--- config.mk ---
export PLATFORM = sky130hd
export DESIGN_NAME = dram_pext_top
export DESIGN_NICKNAME = d
export VERILOG_FILES = /design/src/rtl/dram_pext_pkg.sv /design/src/rtl/dram_pext_ctrl.sv /design/src/rtl/dram_pext_dp.sv /design/src/rtl/dram_pext_top.sv
export SDC_FILE = /design/constraint.sdc
export NUM_CORES = 1
export LEC_CHECK = 0
export ABC_AREA = 1
export CAP_MARGIN = 20
export CORE_AREA = 2 2 39 41
export CTS_CLUSTER_DIAMETER = 30
export DETAILED_ROUTE_END_ITERATION = 12
export DIE_AREA = 0 0 41 43
export PLACE_DENSITY_LB_ADDON = 0.1
export SETUP_SLACK_MARGIN = 0.4
export SLEW_MARGIN = 20
export SYNTH_ARGS = -nofsm -noshare
export SYNTH_HDL_FRONTEND = slang
export SYNTH_SLANG_ARGS = --single-unit
export TNS_END_PERCENT = 1
--- constraint.sdc ---
create_clock -name clk -period 1.95 [get_ports clk]
set_input_delay 0.195 -clock clk [delete_from_list [all_inputs] [get_ports clk]]
set_output_delay 0.195 -clock clk [all_outputs]
set_load 0.1 [all_outputs]
--- src/rtl/dram_pext_pkg.sv ---
package dram_pext_pkg;
  typedef struct packed {
    logic refreshSlot;
    logic rowSel;
    logic colSel;
    logic inBank;
    logic latchWr;
  } pext_strobe_t;
endpackage

--- src/rtl/dram_pext_ctrl.sv ---
module dram_pext_ctrl
  import dram_pext_pkg::*;
#(
  parameter int ADDR_W = 16,
  parameter logic [ADDR_W-1:0] PAGE_ADDR = 16'hFFE8
) (
  input  logic              clk,
  input  logic              rstN,
  input  logic              e,
  input  logic              q,
  input  logic              hsN,
  input  logic              rwN,
  input  logic [ADDR_W-1:0] cpuAddr,
  input  logic              hostRasN,
  input  logic              hostCasN,
  input  logic              hostWeN,
  output logic              dramRasN,
  output logic              dramCasN,
  output logic              dramWeN,
  output pext_strobe_t      strb
);
  localparam int BANK_BIT = ADDR_W - 1;

  logic eQ;
  logic refreshSlot;

  always_ff @(posedge clk or negedge rstN) begin
    if (!rstN) eQ <= 1'b0;
    else       eQ <= e;
  end

  assign refreshSlot = !e && !hsN;

  always_comb begin
    if (refreshSlot) begin
      dramCasN = hostRasN;
      dramRasN = hostRasN | !q;
      dramWeN  = 1'b1;
    end else begin
      dramCasN = hostCasN;
      dramRasN = hostRasN;
      dramWeN  = hostWeN;
    end
  end

  always_comb begin
    strb.refreshSlot = refreshSlot;
    strb.rowSel      = !dramRasN && dramCasN;
    strb.colSel      = !dramCasN;
    strb.inBank      = e && !cpuAddr[BANK_BIT];
    strb.latchWr     = eQ && !e && !rwN && (cpuAddr == PAGE_ADDR);
  end


  cbr_order_chk: assert property (@(posedge clk) disable iff (!rstN)
    (!e && !hsN && !dramRasN) |-> !dramCasN);

  refresh_we_chk: assert property (@(posedge clk) disable iff (!rstN)
    (!e && !hsN) |-> (dramWeN && dramCasN == hostRasN));

  passthru_chk: assert property (@(posedge clk) disable iff (!rstN)
    (e || hsN) |-> (dramRasN == hostRasN && dramCasN == hostCasN && dramWeN == hostWeN));
endmodule

--- src/rtl/dram_pext_dp.sv ---
module dram_pext_dp
  import dram_pext_pkg::*;
#(
  parameter int DATA_W = 8,
  parameter int EXT_W  = 4
) (
  input  logic              clk,
  input  logic              rstN,
  input  pext_strobe_t      strb,
  input  logic [DATA_W-1:0] cpuData,
  output logic [EXT_W-1:0]  addrHi,
  output logic              addrHiOe
);
  logic [EXT_W-1:0] pageQ;
  logic [EXT_W-1:0] colBits;
  logic [EXT_W-1:0] rowBits;

  always_ff @(posedge clk or negedge rstN) begin
    if (!rstN)             pageQ <= '0;
    else if (strb.latchWr) pageQ <= cpuData[EXT_W-1:0];
  end

  assign colBits = strb.inBank ? pageQ : '0;
  assign rowBits = '0;

  always_comb begin
    addrHiOe = strb.rowSel || strb.colSel;
    if (strb.colSel)      addrHi = colBits;
    else if (strb.rowSel) addrHi = rowBits;
    else                  addrHi = '0;
  end


  page_load_chk: assert property (@(posedge clk) disable iff (!rstN)
    strb.latchWr |=> (pageQ == $past(cpuData[EXT_W-1:0])));

  page_hold_chk: assert property (@(posedge clk) disable iff (!rstN)
    !strb.latchWr |=> $stable(pageQ));

  idle_zero_chk: assert property (@(posedge clk) disable iff (!rstN)
    !addrHiOe |-> (addrHi == '0));
endmodule

--- src/rtl/dram_pext_top.sv ---
module dram_pext_top
  import dram_pext_pkg::*;
#(
  parameter int ADDR_W = 16,
  parameter int DATA_W = 8,
  parameter int EXT_W  = 4,
  parameter logic [ADDR_W-1:0] PAGE_ADDR = 16'hFFE8
) (
  input  logic              clk,
  input  logic              rstN,
  input  logic              e,
  input  logic              q,
  input  logic              hsN,
  input  logic              rwN,
  input  logic [ADDR_W-1:0] cpuAddr,
  input  logic [DATA_W-1:0] cpuData,
  input  logic              hostRasN,
  input  logic              hostCasN,
  input  logic              hostWeN,
  output logic              dramRasN,
  output logic              dramCasN,
  output logic              dramWeN,
  output logic [EXT_W-1:0]  dramAddrHi,
  output logic              dramAddrHiOe
);
  pext_strobe_t strb;

  dram_pext_ctrl #(.ADDR_W(ADDR_W), .PAGE_ADDR(PAGE_ADDR)) u_ctrl (
    .clk(clk), .rstN(rstN), .e(e), .q(q), .hsN(hsN), .rwN(rwN),
    .cpuAddr(cpuAddr), .hostRasN(hostRasN), .hostCasN(hostCasN),
    .hostWeN(hostWeN), .dramRasN(dramRasN), .dramCasN(dramCasN),
    .dramWeN(dramWeN), .strb(strb)
  );

  dram_pext_dp #(.DATA_W(DATA_W), .EXT_W(EXT_W)) u_dp (
    .clk(clk), .rstN(rstN), .strb(strb), .cpuData(cpuData),
    .addrHi(dramAddrHi), .addrHiOe(dramAddrHiOe)
  );


  release_chk: assert property (@(posedge clk) disable iff (!rstN)
    (dramRasN && dramCasN) |-> !dramAddrHiOe);

  row_zero_chk: assert property (@(posedge clk) disable iff (!rstN)
    (!dramRasN && dramCasN) |-> (dramAddrHiOe && dramAddrHi == '0));

  col_drive_chk: assert property (@(posedge clk) disable iff (!rstN)
    !dramCasN |-> dramAddrHiOe);
endmodule

-- Word-level counts from Yosys, hierarchy flattened
Cells that the tools add are included.
- register bits: 5
- input port bits: 33
- output and inout bits: 8
- word-level logic and storage cells: 23
- eq/ne operators: 1
- mux-type cells: 5
- bitwise gates (word level): 1
- reduce and logical (&&, ||, !) cells: 14
- operators by type and width (kind ; count):
    $eq 16x16->1 const B ; 1
    $mux 4 ; 2
    $logic_not 1->1 ; 7
    $logic_and 1x1->1 ; 6
    $mux 1 ; 3
    $logic_or 1x1->1 ; 1
    $or 1x1->1 ; 1

-- Depth between registers and ports, before layout
- depth after elaboration: 6
- gate-level depth with buffers: 7
- mapped depth without buffers: 7

-- By module
Synthesis repeated with hierarchy kept, for this count alone.
- cell total of the unflattened synthesis: 64
- area total of the unflattened synthesis: 374.1 um^2
- modules (own cells, without submodules) (module ; times used ; cells an instance ; area each (um^2) ; seq. area each (um^2)):
    dram_pext_dp ; 1 ; 27 ; 188.9 ; 100.1
    dram_pext_ctrl ; 1 ; 37 ; 185.2 ; 25.0

-- Worst setup path before layout
Ideal clock, no wire load.
- kind: input to output
- from: in e
- to: out dramAddrHiOe
- data arrival time: 3768 ps
- data required time: 1755 ps
- slack: -2013 ps
- cell stages on the path: 3
- buffers on the path: 0
- cells stage by stage: nor2_1 > o21ai_0 > nand2_1
- elaborated cells between the ends (all ways): 8
- those cells by class: mux (2); reduce/logical (6)
- RTL lines (item ; RTL line ; text):
    start, declared ; dram_pext_top.sv:11 ; input logic e,
    $logic_not 1->1 (*) ; dram_pext_ctrl.sv:32 ; assign refreshSlot = !e && !hsN;
    $logic_and 1x1->1 (*) ; dram_pext_ctrl.sv:32 ;
    $mux 1 (*) ; dram_pext_ctrl.sv:35 ; if (refreshSlot) begin
    net dramCasN ; dram_pext_top.sv:21 ; output logic dramCasN,
    $logic_and 1x1->1 or $logic_not 1->1 (tied branches) ; dram_pext_ctrl.sv:48, dram_pext_ctrl.sv:49 ;
    $logic_or 1x1->1 (*) ; dram_pext_dp.sv:27 ; addrHiOe = strb.rowSel || strb.colSel;
    end, declared ; dram_pext_top.sv:24 ; output logic dramAddrHiOe
The timed path passes the listed nets; every way through them passes the cells marked *.

-- Worst setup path in the final report
- from: in hsN
- to: out dramAddrHiOe
- longest elaborated chain between the ends: 6
- elaborated cells between the ends (all ways): 8
- those cells by class: mux (2); reduce/logical (6)
- ends and longest elaborated chain (item ; RTL line ; text):
    start, declared ; dram_pext_top.sv:13 ; input logic hsN,
    $logic_not 1->1 (*) ; dram_pext_ctrl.sv:32 ;
    $logic_and 1x1->1 (*) ; dram_pext_ctrl.sv:32 ;
    $mux 1 ; dram_pext_ctrl.sv:35 ;
    $logic_not 1->1 ; dram_pext_ctrl.sv:48 ; strb.rowSel = !dramRasN && dramCasN;
    $logic_and 1x1->1 ; dram_pext_ctrl.sv:48 ;
    $logic_or 1x1->1 (*) ; dram_pext_dp.sv:27 ;
Every way passes the cells marked *; elsewhere a longest branch is shown, timed or not.

==> flow_summary.toml <==
[outcome]
status = "finished, final reports clean"

[sta]
hold_ws_ps = 177
tns_ps = 0
hold_viol = 0
clock.fmax_mhz = 678
maxSlewHeadroom_pct = 83.6
fin_crit_sh_pct = 75.6
grt_setup_unrepaired = "no"
period_needed_ps = 1470
setup_viol = 0
skew_ps = 0.315
tightest_slew_ps = 246
drv_slew = 0

[finish]
finalInstanceArea_um2 = 882
diodes = 0
fillers = 126
area_growth_pct = 144
final_common_cell = "clkdlybuf4s50_1"
drive_gt1_share_pct = 22.0
mostFrequentLayoutCells = "clkdlybuf4s50_1 (27), nand2_1 (18), inv_1 (12)"
layout.nets = 134
final_cells = 116

[detailed_routing]
via_per_inst = 4.08
finalWirelength_um = 1150
ant_nets = 0
drtIter0Drc = 3
dr.pass1.iters = 2
vias = 473
drc = 0
wire_per_inst_um = 9.88

[clock_tree]
cts_root_buf = "clkbuf_4"
clkLatencyLatePin_ps = 250
post_cts_buffers = 0
cts_buffers = 3
cts_sinks = 5
cts_tree = "yes"
clk_pin_slew_ps = 50
ctsHtreeMaxLevel = 1
cts_max_path_buffers = 2

[worst_setup_path]
path_class = "input pin to output pin"
worst_path_dominant_cell_family = "buffers and inverters"
slowest_delay_ps = 450
crit_path_start_kind = "input pin"
cp.required_ps = 1750
r2r_start = "u_ctrl.eQ"
endpoint = "dramAddrHiOe"
critPathBufInv = 3
r2r_slack_ps = 990
crit_start = "hsN"
reg2reg_depth = 5
crit_arrival_ps = 1280
cp_max_fo = 3
endpoint_kind = "output pin"
r2r-end = "u_dp.pageQ[1]"
crit_path_top_delay_cell = "clkdlybuf4s50_1"
path_depth = 6
crit_chain = "clkdlybuf4s50_1 -> nor2_1 -> buf_4 -> o21ai_4 -> nand2_2 -> buf_12"

[yosys]
ys_seq_area_share_pct = 34.6
yosysUniqueCellTypes = 12
yosys_warnings = 0
syn_area_per_cell_um2 = 6.13
ys_seq_elements = 5
synth_area_um2 = 362
syn_inst = 59
syn_nets = 92

[die]
die_w_um = 41
die_height_um = 43
rows = 14
pin_count = 41
start_util_pct = 26.1
core_um2 = 1380
dieArea_um2 = 1760

[placed_design]
place_area_um2 = 855
gp_congestion = 0.637
placed_cells = 112
post-dp-hpwl_um = 984
numPortBuffers = 36

[power]
ir_drop_uv = 278
leakage_uw = 0.000402
power_uw = 390
p_per_area_nw_per_um2 = 442

[min_path]
hold_path_class = "input pin to asynchronous set/reset pin"

[run]
cap_violations = 0

[global_routing]
grt_usage_pct = 15.0
grt_max_degree = 6
grt_pass1_wl_um = 1770
grt_overflow = 0
antenna_found_initial = 0
first_global_vias = 440
-- stage by stage --
stage	util [%]	worst slack (ps)
after CTS	63.6	431
final	63.7	475
after detailed placement	61.8	318
after floorplan	-	105
after global placement	61.8	331
after global routing	63.7	404
-- worst min path at each step --
| stage | startpoint | to | slack, ps |
|---|---|---|---|
| 2_1_floorplan | rstN | u_ctrl.eQ | -100 |
| 3_3_place_gp | rstN | u_dp.pageQ[3] | 440 |
| 3_5_place_dp | rstN | u_dp.pageQ[3] | 450 |
| 4_1_cts | rstN | u_dp.pageQ[3] | 180 |
| 5_1_grt | rstN | u_dp.pageQ[3] | 190 |
| 6_report | rstN | u_dp.pageQ[3] | 180 |
-- per-layer routing --
metal / track usage, % / share of wire, %
met5: 0 / 0
met4: 10.0 / 1.7
met3: 3.14 / 11
met2: 24.4 / 52
met1: 16.3 / 36
-- power breakdown --
group | switching (uW) | internal, uW | total, uW
clock network | 48.4 | 77.8 | 126
logic | 75.4 | 83.1 | 159
registers | 0.410 | 105 | 105
total | 124 | 266 | 390
-- cells in the mapped netlist (all sizes together) --
| library cell | n | area [um2] |
|---|---|---|
| nand3 | 1 | 10.0 |
| inv | 13 | 48.8 |
| o21bai | 1 | 7.51 |
| o21ai | 5 | 25.0 |
| nand2 | 21 | 83.8 |
| nor2 | 12 | 55.1 |
| or2 | 1 | 6.26 |
| dfrtp | 5 | 125 |
-- registers in the layout, summed over array words and instances (netlist names) --
name        count
u_dp.pageQ      4
u_ctrl.eQ       1
-- worst reg2reg max path, stage by stage (launching register included) --
cell and delay [ps]:
dfrtp_1 330, nand2_2 50, nor2_2 100, nand2_2 110, o21ai_0 180, nand2_1 70
-- cells by family after synthesis --
kind of cell / count (synthesis) / synth area share, %
compound gates: 6 / 9.00
buf+inv: 13 / 13.5
flops: 5 / 34.6
simple gates: 35 / 42.9
-- area by class of cell --
cell class | instances | area [um2] | share of cell area, %
repair buffers | 37 | 447 | 50.6
multi-input cells | 41 | 215 | 24.4
flip-flops and latches | 5 | 125 | 14.2
inverters | 13 | 48.8 | 5.53
clock buffers | 4 | 26.3 | 2.98
well taps | 16 | 20.0 | 2.27
-- what timing repair did --
action | CTS | global route
hold buffers | 0 | 0
cloned | 0 | 0
gates resized for setup | 1 | 1
endpoints found under the hold margin | 0 | 0
endpoints found under the setup margin | 6 | 1
Power figures use the tool's default switching activity.
